**src/rtl/stby_pkg.sv**
```systemverilog
`timescale 1ns/1ps
// Shared types for the standby and restart controller.
// Assumes: nothing beyond SystemVerilog packages.
package stby_pkg;

    // Recorded cause of the last system reset.
    typedef enum logic [2:0] {
        CAUSE_POWER_ON   = 3'd0,
        CAUSE_EXT_PIN    = 3'd1,
        CAUSE_OSC_LOST   = 3'd2,
        CAUSE_WDT_OVF    = 3'd3,
        CAUSE_BRK_PLAIN  = 3'd4,
        CAUSE_BRK_NESTED = 3'd5
    } rst_cause_e;

    // True when the cause restarts the CPU from the break vector pair.
    function automatic logic uses_brk_pair(rst_cause_e c);
        return (c == CAUSE_BRK_PLAIN);
    endfunction

endpackage

```
**src/rtl/stby_wake_detect.sv**
```systemverilog
`timescale 1ns/1ps
// Wake-up detector: merges the non-maskable, watchdog and enabled
// maskable requests into a single level. Purely combinational.
// Assumes: requests are synchronous to clk_sys and held as levels.
module stby_wake_detect #(
    parameter int NUM_GRP = 7,
    parameter int GRP_W   = 8
) (
    input  logic                       nmi_req,
    input  logic                       wdt_irq,
    input  logic [NUM_GRP*GRP_W-1:0]   irq_req,
    input  logic [NUM_GRP*GRP_W-1:0]   irq_en,
    output logic                       wake
);
    logic [NUM_GRP-1:0] grp_hit;

    // One enabled-request reduction per interrupt-enable group.
    for (genvar g = 0; g < NUM_GRP; g++) begin : g_grp
        assign grp_hit[g] = |(irq_req[g*GRP_W +: GRP_W] & irq_en[g*GRP_W +: GRP_W]);
    end

    // Any source ends the halt.
    assign wake = nmi_req | wdt_irq | (|grp_hit);

endmodule

```
**src/rtl/stby_reset_cause.sv**
```systemverilog
`timescale 1ns/1ps
// Reset cause recorder and restart vector selector.
// Hardware sources outrank a break. A break taken at an interrupt level
// of ESC_LEVEL or more falls back to the hardware vector pair.
// Assumes: every reset request is synchronous to clk_sys and lasts at
// least one cycle; rst_n is the power-on reset.
module stby_reset_cause
    import stby_pkg::*;
#(
    parameter int              LVL_W     = 2,
    parameter int              ESC_LEVEL = 2,
    parameter int              ADDR_W    = 16,
    parameter logic [ADDR_W-1:0] HW_VEC  = 16'h0002,
    parameter logic [ADDR_W-1:0] BRK_VEC = 16'h0004
) (
    input  logic              clk_sys,
    input  logic              rst_n,
    input  logic              ext_rst_n,
    input  logic              osc_lost_rst,
    input  logic              wdt_ovf_rst,
    input  logic              brk_req,
    input  logic [LVL_W-1:0]  int_level,
    output logic              sys_rst_n,
    output logic [ADDR_W-1:0] vec_addr
);
    localparam logic [LVL_W-1:0] ESC_LVL = LVL_W'(ESC_LEVEL);

    rst_cause_e cause_q;
    rst_cause_e cause_d;
    logic       hw_evt;

    // Hardware reset sources other than power-on.
    assign hw_evt    = !ext_rst_n | osc_lost_rst | wdt_ovf_rst;
    // Combined active-low system reset seen by the rest of the block.
    assign sys_rst_n = rst_n & !hw_evt & !brk_req;

    // Next cause: priority power-on, pin, oscillator, watchdog, break.
    always_comb begin
        cause_d = cause_q;
        if (!ext_rst_n)
            cause_d = CAUSE_EXT_PIN;
        else if (osc_lost_rst)
            cause_d = CAUSE_OSC_LOST;
        else if (wdt_ovf_rst)
            cause_d = CAUSE_WDT_OVF;
        else if (brk_req)
            cause_d = (int_level >= ESC_LVL) ? CAUSE_BRK_NESTED : CAUSE_BRK_PLAIN;
    end

    // Cause register; held between reset events.
    always_ff @(posedge clk_sys) begin
        if (!rst_n)
            cause_q <= CAUSE_POWER_ON;
        else
            cause_q <= cause_d;
    end

    // Vector pair address from the recorded cause.
    assign vec_addr = uses_brk_pair(cause_q) ? BRK_VEC : HW_VEC;

endmodule

```
**src/rtl/stby_halt_ctrl.sv**
```systemverilog
`timescale 1ns/1ps
// Halt bit with falling-edge release.
// halt_set_q is set on the rising edge after a halt write. wake_seen_q
// samples a wake-up on the falling edge when a halt is active or about
// to become active, which immediately masks halt_o. The next rising
// edge then clears halt_set_q, which outranks a write landing there.
// Assumes: sys_rst_n is synchronous to clk_sys.
module stby_halt_ctrl (
    input  logic clk_sys,
    input  logic sys_rst_n,
    input  logic wr_set,
    input  logic wake,
    output logic halt_o,
    output logic clk_en_d
);
    logic halt_set_q;
    logic wake_seen_q;
    logic pending;

    // Halt is in force, or a halt write lands at the next rising edge.
    assign pending = halt_set_q | wr_set;

    // Halt bit: reset clears, a seen wake-up clears, a write sets.
    always_ff @(posedge clk_sys) begin
        if (!sys_rst_n)
            halt_set_q <= 1'b0;
        else if (wake_seen_q)
            halt_set_q <= 1'b0;
        else if (wr_set)
            halt_set_q <= 1'b1;
    end

    // Falling-edge capture of a wake-up that applies to a halt.
    always_ff @(negedge clk_sys) begin
        if (!sys_rst_n)
            wake_seen_q <= 1'b0;
        else
            wake_seen_q <= wake & pending;
    end

    // Visible halt state.
    assign halt_o   = halt_set_q & !wake_seen_q;
    // Clock enable to be sampled on the falling edge.
    assign clk_en_d = !(pending & !wake);

endmodule

```
**src/rtl/stby_clk_gate.sv**
```systemverilog
`timescale 1ns/1ps
// Glitch-free CPU clock gate. The enable is registered on the falling
// edge, so it only changes while clk_sys is low, and it is ANDed with
// the clock. Reset forces the clock to run.
// Assumes: en_d is stable around the falling edge of clk_sys.
module stby_clk_gate (
    input  logic clk_sys,
    input  logic sys_rst_n,
    input  logic en_d,
    output logic gate_en,
    output logic cpu_clk
);
    // Enable register, updated only while the clock is low.
    always_ff @(negedge clk_sys) begin
        if (!sys_rst_n)
            gate_en <= 1'b1;
        else
            gate_en <= en_d;
    end

    // Gated clock output.
    assign cpu_clk = clk_sys & gate_en;

endmodule

```
**src/rtl/cpu_standby_ctrl.sv**
```systemverilog
`timescale 1ns/1ps
// CPU standby and restart controller, top level.
// Joins wake-up detection, the halt bit, the CPU clock gate and the
// reset-cause vector selector.
// Assumes: all inputs are synchronous to clk_sys; the CPU cannot write
// while halted because its clock is stopped.
module cpu_standby_ctrl #(
    parameter int                NUM_IE_REGS = 7,
    parameter int                IE_BITS     = 8,
    parameter int                LVL_W       = 2,
    parameter int                ESC_LEVEL   = 2,
    parameter int                ADDR_W      = 16,
    parameter logic [ADDR_W-1:0] HW_VEC      = 16'h0002,
    parameter logic [ADDR_W-1:0] BRK_VEC     = 16'h0004,
    localparam int               NIRQ        = NUM_IE_REGS * IE_BITS
) (
    input  logic              clk_sys,
    input  logic              rst_n,
    input  logic              ext_rst_n,
    input  logic              osc_lost_rst,
    input  logic              wdt_ovf_rst,
    input  logic              brk_req,
    input  logic [LVL_W-1:0]  int_level,
    input  logic              nmi_req,
    input  logic              wdt_irq,
    input  logic [NIRQ-1:0]   irq_req,
    input  logic [NIRQ-1:0]   irq_en,
    input  logic              ctl_wr,
    input  logic              ctl_halt_wdata,
    output logic              cpu_clk,
    output logic              halt_o,
    output logic [ADDR_W-1:0] vec_addr
);
    logic sys_rst_n;
    logic wake;
    logic wr_set;
    logic clk_en_d;
    logic gate_en;

    // Write that sets the halt bit.
    assign wr_set = ctl_wr & ctl_halt_wdata;

    stby_reset_cause #(
        .LVL_W     (LVL_W),
        .ESC_LEVEL (ESC_LEVEL),
        .ADDR_W    (ADDR_W),
        .HW_VEC    (HW_VEC),
        .BRK_VEC   (BRK_VEC)
    ) cause_i (
        .clk_sys      (clk_sys),
        .rst_n        (rst_n),
        .ext_rst_n    (ext_rst_n),
        .osc_lost_rst (osc_lost_rst),
        .wdt_ovf_rst  (wdt_ovf_rst),
        .brk_req      (brk_req),
        .int_level    (int_level),
        .sys_rst_n    (sys_rst_n),
        .vec_addr     (vec_addr)
    );

    stby_wake_detect #(
        .NUM_GRP (NUM_IE_REGS),
        .GRP_W   (IE_BITS)
    ) wake_i (
        .nmi_req (nmi_req),
        .wdt_irq (wdt_irq),
        .irq_req (irq_req),
        .irq_en  (irq_en),
        .wake    (wake)
    );

    stby_halt_ctrl halt_i (
        .clk_sys   (clk_sys),
        .sys_rst_n (sys_rst_n),
        .wr_set    (wr_set),
        .wake      (wake),
        .halt_o    (halt_o),
        .clk_en_d  (clk_en_d)
    );

    stby_clk_gate gate_i (
        .clk_sys   (clk_sys),
        .sys_rst_n (sys_rst_n),
        .en_d      (clk_en_d),
        .gate_en   (gate_en),
        .cpu_clk   (cpu_clk)
    );

endmodule

```
**config.mk**
```make
export PLATFORM = sky130hd
export DESIGN_NAME = cpu_standby_ctrl
export DESIGN_NICKNAME = d
export VERILOG_FILES = /design/src/rtl/stby_pkg.sv /design/src/rtl/stby_wake_detect.sv /design/src/rtl/stby_reset_cause.sv /design/src/rtl/stby_halt_ctrl.sv /design/src/rtl/stby_clk_gate.sv /design/src/rtl/cpu_standby_ctrl.sv
export SDC_FILE = /design/constraint.sdc
export NUM_CORES = 1
export LEC_CHECK = 0
export ABC_CLOCK_PERIOD_IN_PS = 1800
export BUFFER_PORTS_ARGS = -buffer_cell sky130_fd_sc_hd__clkbuf_2
export CORE_AREA = 2 2 55 57
export DETAILED_ROUTE_END_ITERATION = 6
export DIE_AREA = 0 0 57 59
export PLACE_DENSITY = 0.78
export SLEW_MARGIN = 20
export SYNTH_ARGS = -nofsm -noshare
export SYNTH_HDL_FRONTEND = slang
export SYNTH_SLANG_ARGS = --single-unit
```
**constraint.sdc**
```tcl
create_clock -name clk_sys -period 1.8 [get_ports clk_sys]
set_clock_uncertainty 0.1 [all_clocks]
set_input_delay 0.18 -clock clk_sys [delete_from_list [all_inputs] [get_ports clk_sys]]
set_output_delay 0.18 -clock clk_sys [all_outputs]
set_load 0.01 [all_outputs]
```
==> PnR_summary.wiki <==
{| class="wikitable"
! Metric !! Value
|-
| Run status || finished, violations left
|-
| Violated checks || negative setup slack
|-
| Power dissipated by switching net loads || between 0.15 and 0.2 mW
|-
| Post-route cell area || between 1000 and 1500 sq um
|-
| Number of antenna violations at the first check in global routing || 0
|-
| Setup ws final || -0.336 ns
|-
| Die Area || 3360 sq um
|-
| Non-filler cells in the finished layout || 249
|-
| Required @ worst endpoint || 1.52 ns
|-
| Reg2Reg Setup Slack || -0.13 ns
|-
| Ordered list of cells on the worst path || nor2b_1 > buf_2
|-
| Clock transition at the registers of the reported paths || roughly 0.05 ns
|-
| Initial standard-cell utilization of the core || approximately a quarter
|-
| Port-buffer cells || roughly 130
|-
| CTS Hold Buffers Added || 0
|-
| Count of cell types in the netlist || 26
|-
| Clock latency on the worst-skew pair || 0.42 ns
|-
| Max-slew violation count || 0
|-
| Slowest CP cell || sky130_fd_sc_hd__dfxtp_2
|-
| Class of the worst hold path || in -> reg
|-
| Portion of total power attributed to combinational logic || approximately a third
|-
| FILL cells || around 280
|-
| Global-route wire length before repair || 4310 um
|-
| # IOs || 142
|-
| Area inside the core boundary || between 2000 and 3000 sq um
|-
| Max-cap violation count || 0
|-
| Cell area after placement || about 1300 sq um
|-
| Die X || roughly 57 um
|-
| Routed wire per std cell || roughly 11 um
|-
| Yosys warning count || 0
|-
| 1st-iter DRT viols || 26
|-
| Unrepaired setup endpoints after global routing || yes
|-
| Worst slack at placement || -0.431 ns
|-
| Routability cong. || approximately 0.76
|-
| Area Overhead vs Synth || 117%
|-
| Leak Pwr || 0.832 nW
|-
| Power density over cell area || roughly 480 nW/um^2
|-
| Total global routing overflow || 0
|-
| Worst Setup End Kind || primary output
|-
| Per-cell via count in the routed design || approximately 4.5
|-
| Height of the die || between 50 and 60 um
|-
| Antenna fix cells || 0
|-
| Combined area of all synthesized cells || approximately 630 sq um
|-
| Setup repair bufs after CTS || 0
|-
| Clk network pwr share || 45.8%
|-
| First-pass iteration count of the detailed router || 4
|-
| Sequential fraction of the synthesis area || 19.0%
|-
| Fraction of final layout cells sized beyond drive strength 1 || 67.9%
|-
| TritonCTS clock tree || built
|-
| Final Core Density || about half
|-
| Overall global routing resource usage || 16.2%
|-
| Worst endpoint data arrival time || approximately 1.9 ns
|-
| Finish-stage setup viols || 5
|-
| Worst IR drop on VDD || 0.279 mV
|-
| Cell row count || 19
|-
| Number of design rule violations left after detail routing || 0
|-
| Post-Syn Instances || 80
|-
| Worst setup SP type || flip-flop
|-
| WS Path Type || reg -> out
|-
| Delay of the slowest cell on the worst path || 0.31 ns
|-
| Number of global-route vias before repair || 1151
|-
| Syn avg cell area || 7.90 sq um
|-
| Post-layout nets || 343
|-
| Overall Power || ~0.65 mW
|-
| Reg power frac || 21.3%
|-
| Total area of sequential cells || 123 sq um
|-
| Sw Share || slightly below 30%
|-
| Number of antenna-violating nets in the routed design || 0
|-
| Estimated wirelength of the detail-placed design || 2460 um
|-
| Total via count after detailed routing || ~1100
|-
| Area of combinational cells with multiple inputs || 482 sq um
|-
| Pin count of the biggest net entering global routing || 5
|-
| Count of state elements after synthesis || 6
|-
| Internal power || between 0.4 and 0.5 mW
|-
| Aggregate routed wire length || about 2600 um
|-
| Sum of negative setup slack || -0.825 ns
|-
| Highest fanout seen on the critical path || 2
|-
| Placed cell count || 241
|-
| Final hold violation count || 0
|-
| Worst hold slack across all endpoints || 0.0217 ns
|}
## timing repair
action,CTS,global route
pin swaps,1,3
hold endpoints to repair,0,0
resized for setup,2,2
setup endpoints to repair,5,5
## power groups by stage
stage	Clock [mW]	Combinational [mW]	Sequential, mW
finish	0.299	0.215	0.139
global route	0.339	0.241	0.139
global placement	0.0597	0.211	0.141
detailed placement	0.0597	0.214	0.141
CTS	0.314	0.215	0.139
floorplan	0.0405	0.0874	0.140
## cell usage in the layout, fill, tap and decap left out, drive strengths merged, types with 2 or more instances in the layout
| master | instances |
|---|---|
| a211oi | 2 |
| nand2 | 3 |
| a221oi | 2 |
| nor2 | 4 |
| a22o | 2 |
| and2 | 2 |
| nand4 | 4 |
| buf | 6 |
| a22oi | 22 |
| dfxtp | 6 |
| a21oi | 2 |
| inv | 3 |
| clkbuf | 132 |
| conb | 14 |
| nand3 | 2 |
| nor2b | 2 |
## cell families after synthesis
group / Yosys count / synth area share, %
other: 1 / 0.593
buffers and inverters: 16 / 17.8
flip-flops: 6 / 19.0
AO/OA/AOI/OAI: 33 / 39.0
AND/OR/NAND/NOR: 24 / 23.6
## synth_stat cells
cell type,instances,area (sq um)
sky130_fd_sc_hd__a22oi_1,22,165
sky130_fd_sc_hd__buf_4,14,105
sky130_fd_sc_hd__dfxtp_1,6,120
sky130_fd_sc_hd__nand4_1,4,25.0
sky130_fd_sc_hd__nand2_1,3,11.3
sky130_fd_sc_hd__nor2_1,3,11.3
sky130_fd_sc_hd__a211oi_1,2,15.0
sky130_fd_sc_hd__a21oi_1,2,10.0
sky130_fd_sc_hd__a221oi_1,2,17.5
sky130_fd_sc_hd__a22o_1,2,17.5
sky130_fd_sc_hd__and2_1,2,12.5
sky130_fd_sc_hd__inv_1,2,7.51
sky130_fd_sc_hd__nand3_1,2,10.0
sky130_fd_sc_hd__nor2b_1,2,12.5
sky130_fd_sc_hd__a222oi_1,1,10.0
sky130_fd_sc_hd__a31oi_1,1,6.26
sky130_fd_sc_hd__and3_2,1,7.51
sky130_fd_sc_hd__conb_1,1,3.75
sky130_fd_sc_hd__nand2b_1,1,6.26
sky130_fd_sc_hd__nand4b_1,1,8.76
sky130_fd_sc_hd__nor2_2,1,6.26
sky130_fd_sc_hd__nor3_1,1,5.00
sky130_fd_sc_hd__nor4_2,1,12.5
sky130_fd_sc_hd__o21ai_0,1,5.00
sky130_fd_sc_hd__or3_4,1,11.3
sky130_fd_sc_hd__or3b_2,1,8.76
## critical path, delay by kind of cell, from the launching register on
kind / cells / cell delay (ns)
DFF: 1 / 0.31
buffers and inverters: 1 / 0.13
and+or+nand+nor: 1 / 0.09
## flip-flops by register name, summed over array words and instances, names as in the netlist
name	flops
halt_i.halt_set_q	1
cause_i.cause_q	3
gate_i.gate_en	1
halt_i.wake_seen_q	1
## layout make-up
class,instances,share of cell area [%]
clock buffer,8,3.92
clock inverter,2,0.547
inverter,1,0.274
multi-input combinational,71,35.1
sequential,6,8.94
tap,31,2.83
timing repair buffer,130,48.4
## path summary, 6_finish.rpt
path / start / endpoint / cells past startpoint
hold reg to reg: cause_i.cause_q[2] / cause_i.cause_q[2] / 2
setup reg to reg: halt_i.halt_set_q / gate_i.gate_en / 3
hold / removal: brk_req / halt_i.halt_set_q / 3
setup / recovery: halt_i.wake_seen_q / halt_o / 2
## layer usage
metal	up-vias	GRT usage, %	part of all wire (%)
met5	-	0	0
met4	0	5.98	0
met3	0	5.02	9.4
met2	63	30.5	55
met1	492	16.8	36
li1	572	-	-
No activity file was read; power rests on OpenSTA's default activity.
